$ cat config.mk
export PLATFORM = sky130hd
export DESIGN_NAME = ds3_pm_counters
export DESIGN_NICKNAME = d
export VERILOG_FILES = /design/src/rtl/ds3_pm_counters.sv
export SDC_FILE = /design/constraint.sdc
export NUM_CORES = 1
export LEC_CHECK = 0
export ABC_AREA = 0
export CORE_UTILIZATION = 25
export DETAILED_ROUTE_END_ITERATION = 8
export MAX_ROUTING_LAYER = met4
export SLEW_MARGIN = 25
export SYNTH_ARGS = -nofsm -noshare
export SYNTH_HDL_FRONTEND = slang
export SYNTH_SLANG_ARGS = --single-unit
export TNS_END_PERCENT = 20
$ cat constraint.sdc
create_clock -name clk -period 1.6 [get_ports clk]
set_input_delay 0.32 -clock clk [delete_from_list [all_inputs] [get_ports clk]]
set_output_delay 0.32 -clock clk [all_outputs]
set_load 0.01 [all_outputs]
$ cat src/rtl/ds3_pm_counters.sv
module ds3_pm_counters #(
  parameter int CNT_W = 16
) (
  input  logic       clk,
  input  logic       rst_n,
  input  logic       mframe_stb,
  input  logic [2:0] cp_bits,
  input  logic [2:0] febe_bits,
  input  logic       calc_parity,
  input  logic       oof,
  input  logic [1:0] mode,
  input  logic       count_in_oof,
  input  logic       snap,
  input  logic [1:0] rd_addr,
  output logic [7:0] rd_data
);
  localparam logic [CNT_W-1:0] FULL      = '1;
  localparam logic [1:0]       MODE_CBIT = 2'b00;

  logic [CNT_W-1:0] cp_live, fe_live, cp_hold, fe_hold;

  wire cp_vote = (cp_bits[0] & cp_bits[1]) | (cp_bits[0] & cp_bits[2]) | (cp_bits[1] & cp_bits[2]);
  wire armed   = mframe_stb && (mode == MODE_CBIT) && (!oof || count_in_oof);
  wire cp_hit  = armed && (cp_vote != calc_parity);
  wire fe_hit  = armed && (febe_bits != 3'b111);

  function automatic logic [CNT_W-1:0] bump(input logic [CNT_W-1:0] v, input logic hit);
    return (hit && v != FULL) ? v + 1'b1 : v;
  endfunction

  always_ff @(posedge clk or negedge rst_n) begin
    if (!rst_n) begin
      cp_live <= '0;
      fe_live <= '0;
      cp_hold <= '0;
      fe_hold <= '0;
    end else if (snap) begin
      cp_hold <= cp_live;
      fe_hold <= fe_live;
      cp_live <= {{(CNT_W-1){1'b0}}, cp_hit};
      fe_live <= {{(CNT_W-1){1'b0}}, fe_hit};
    end else begin
      cp_live <= bump(cp_live, cp_hit);
      fe_live <= bump(fe_live, fe_hit);
    end
  end

  always_comb begin
    case (rd_addr)
      2'd0:    rd_data = cp_hold[7:0];
      2'd1:    rd_data = cp_hold[15:8];
      2'd2:    rd_data = fe_hold[7:0];
      default: rd_data = fe_hold[15:8];
    endcase
  end
endmodule


==> reports/metrics.yaml <==
final_layout:
  finalNonFillerCells: 566
  layout-drive-gt1-share_pct: 54.06
  seq_area_mm2: 0.001603
  area_growth_pct: 54.08
  final_common_cell: "buf_4"
  multi_input_area_mm2: 0.001808
  utilization_pct: 39.35
  diodes: 0
  finish.net_count: 409
  fillers: 1245
  final_cell_mix: "buf_4 (79), dfrtp_1 (63), mux2_2 (32), nor2_1 (16), buf_6 (13)"
setup_path:
  r2r_cells: 8
  crit_required_ns: 1.85
  critical_path_arrival_ns: 2.03
  end_kind: "flip-flop"
  path_class: "reg2reg"
  cpPeakStageDelay_ns: 0.48
  cp-start-kind: "flip-flop"
  crit_buf_inv: 2
  path_delay_family: "simple AND/OR/NAND/NOR gates"
  crit_path_max_fanout: 17
  cpMaxStageDelayCell: "or4_4"
  crit_cells: 8
  path_cells: "buf_6 -> ha_4 -> nand2_2 -> or3_4 -> nor2_4 -> buf_12 -> or4_4 -> a21oi_2"
synthesis:
  yosysWarnings: 0
  synth-seq-area-share_pct: 49.69
  netlist_instances: 277
  ys_ff_latch: 64
  syn_avg_cell_area_um2: 11.64
  netlist_area_mm2: 0.003223
  synth.distinct_cells: 48
  synth.net_count: 296
  dominantRegCellSynth: "dfrtp_1"
  synth_edf_count: 0
  synthArstFlopShare_pct: 100.0
power:
  clockPowerShare_pct: 52.8
  switching_share_pct: 20.27
  sequentialPowerShare_pct: 41.0
  power_density_mw_per_mm2: 805.5
  p_sw_mw: 0.8109
  peakVddDrop_mv: 0.4076
  p_leak_nw: 2.214
  pwr-share-comb_pct: 6.2
  power.total_mw: 4.000
  p_int_mw: 3.189
clock_tree:
  cts-root-buf: "clkbuf_16"
  clock_path_buffers: 2
  ctsHoldBuffers: 0
  clkLatencyLatePin_ns: 0.33
  numCtsBuffers: 9
  path_clk_slew_ns: 0.06
  clkSinkCount: 64
  cts_htree_levels: 3
  cts_tree: "done"
sta:
  fmax_mhz: 561.7
  relSlewSlack_pct: 72.47
  setup_tns_ns: -2.619
  fin_ws_ns: -0.1804
  worst_pin_slew_ns: 0.4129
  period_needed_ns: 1.780
  period_share_pct: 111.3
  rsz0062_at_grt: "yes"
  final-max-slew-violation-count: 0
  skew_ns: 0.008748
  finalHoldViolCount: 0
  finalSetupViolCount: 30
floorplanning:
  dieWidth_um: 115.5
  die-area_mm2: 0.01335
  std_cell_rows: 41
  core_area_mm2: 0.01262
  ios: 25
  die_h_um: 115.5
  initial_core_util_pct: 25.54
placement:
  place_ws_ns: -0.7321
  place_hpwl_um: 5457
  gp_congestion: 0.8179
  dp_cells: 535
  io_buffers: 24
grt:
  overflow: 0
  grt_pass1_vias: 2654
  grt_max_degree: 65
  antenna_found_initial: 0
  grt_usage_pct: 13.48
  grt_pass1_wl_um: 13240
route:
  vias_per_cell: 4.716
  drtIter0Drc: 65
  finalWirelength_um: 8559
  wl_per_cell_um: 15.12
  postRouteAntennaNets: 0
  drt-pass1-iter-count: 4
  drc: 0
  num_vias: 2669
flow_run:
  max_cap_violations: 0
worst_hold_path:
  hp-class: "in2async"
outcome:
  status: "finished with violations"
  violations: "negative setup slack"
[metal layers]
layer  routed length [um]  GRT usage [%]
met5                    0              -
met4                  206          7.706
met3                  219          2.563
met2                 4582          22.20
met1                 3551          15.35
[power by group through the flow]
stage	clock network, mW	logic (mW)	registers [mW]
after global routing	2.23	0.272	1.64
final	2.11	0.250	1.64
after floorplan	0	0.0911	1.67
after global placement	0	0.232	1.67
after detailed placement	0	0.236	1.67
after CTS	2.15	0.244	1.64
[area by class of cell]
cell class	count	area share, %
multi-input combinational	196	36.41
inverter	2	0.1512
clock buffer	12	5.165
clock inverter	3	1.310
tap	172	4.334
sequential	64	32.28
timing repair buffer	117	20.36
[cells by family (layout without fill, tap and decap cells)]
group / Yosys count / after routing / synth area share, %
simple gates: 92 / 92 / 16.30
flops: 64 / 64 / 49.69
compound gates: 46 / 46 / 9.589
mux: 44 / 44 / 18.13
buf+inv: 17 / 134 / 2.213
xor+xnor: 11 / 11 / 2.989
fa+ha+maj: 3 / 3 / 1.087
[path summary, 6_finish.rpt]
path | from | end | slack (ns)
worst max-delay path | cp_live[0] | cp_live[13] | -0.18
worst min-delay path | rst_n | cp_live[5] | 0.009
worst max register to register | cp_live[0] | cp_live[13] | -0.18
worst min register to register | fe_hold[3] | fe_hold[3] | 0.50
max in group asynchronous | rst_n | fe_hold[3] | 1.30
min in group clk | snap | fe_live[13] | 0.42
[state kept, by name (all words and copies together) (netlist names)]
| name | cells |
|---|---|
| cp_hold | 16 |
| cp_live | 16 |
| fe_hold | 16 |
| fe_live | 16 |
[synthesized netlist by cell type (all sizes together), types with 2 or more instances]
| cell type | number | area share (%) |
|---|---|---|
| dfrtp | 64 | 50 |
| nand3 | 17 | 2.8 |
| nand2b | 2 | 0.39 |
| o31ai | 8 | 1.9 |
| nor3 | 4 | 0.78 |
| or3 | 7 | 1.5 |
| nand4 | 10 | 2.1 |
| and3 | 4 | 0.78 |
| a2111oi | 5 | 1.7 |
| inv | 2 | 0.23 |
| nand2 | 8 | 0.93 |
| o21ai | 10 | 1.6 |
| mux2 | 35 | 12 |
| nor2b | 3 | 0.58 |
| a21oi | 15 | 2.3 |
| ha | 2 | 0.78 |
| nor4 | 3 | 0.58 |
| mux4 | 8 | 5.6 |
| clkbuf | 8 | 0.93 |
| and4 | 3 | 0.82 |
| nor2 | 21 | 2.7 |
| buf | 7 | 1.0 |
| or4 | 8 | 1.9 |
| xnor2 | 10 | 2.7 |
[metrics by stage]
stage,area (um2),hold slack (ns)
2_1_floorplan,3248,0.02441
3_3_place_gp,4268,0.3681
3_5_place_dp,4268,0.3687
4_1_cts,4667,0.02475
5_1_grt,4966,0.04105
6_report,4966,0.008985
[timing repair]
action / in CTS / in global routing
pin swaps: 16 / 22
setup buffers: 4 / 9
setup endpoints to repair: 39 / 40
endpoints found under the hold margin: 0 / 0
resized for setup: 66 / 51
cloned: 2 / 1
Note: power is estimated with default switching activity, not from simulation.
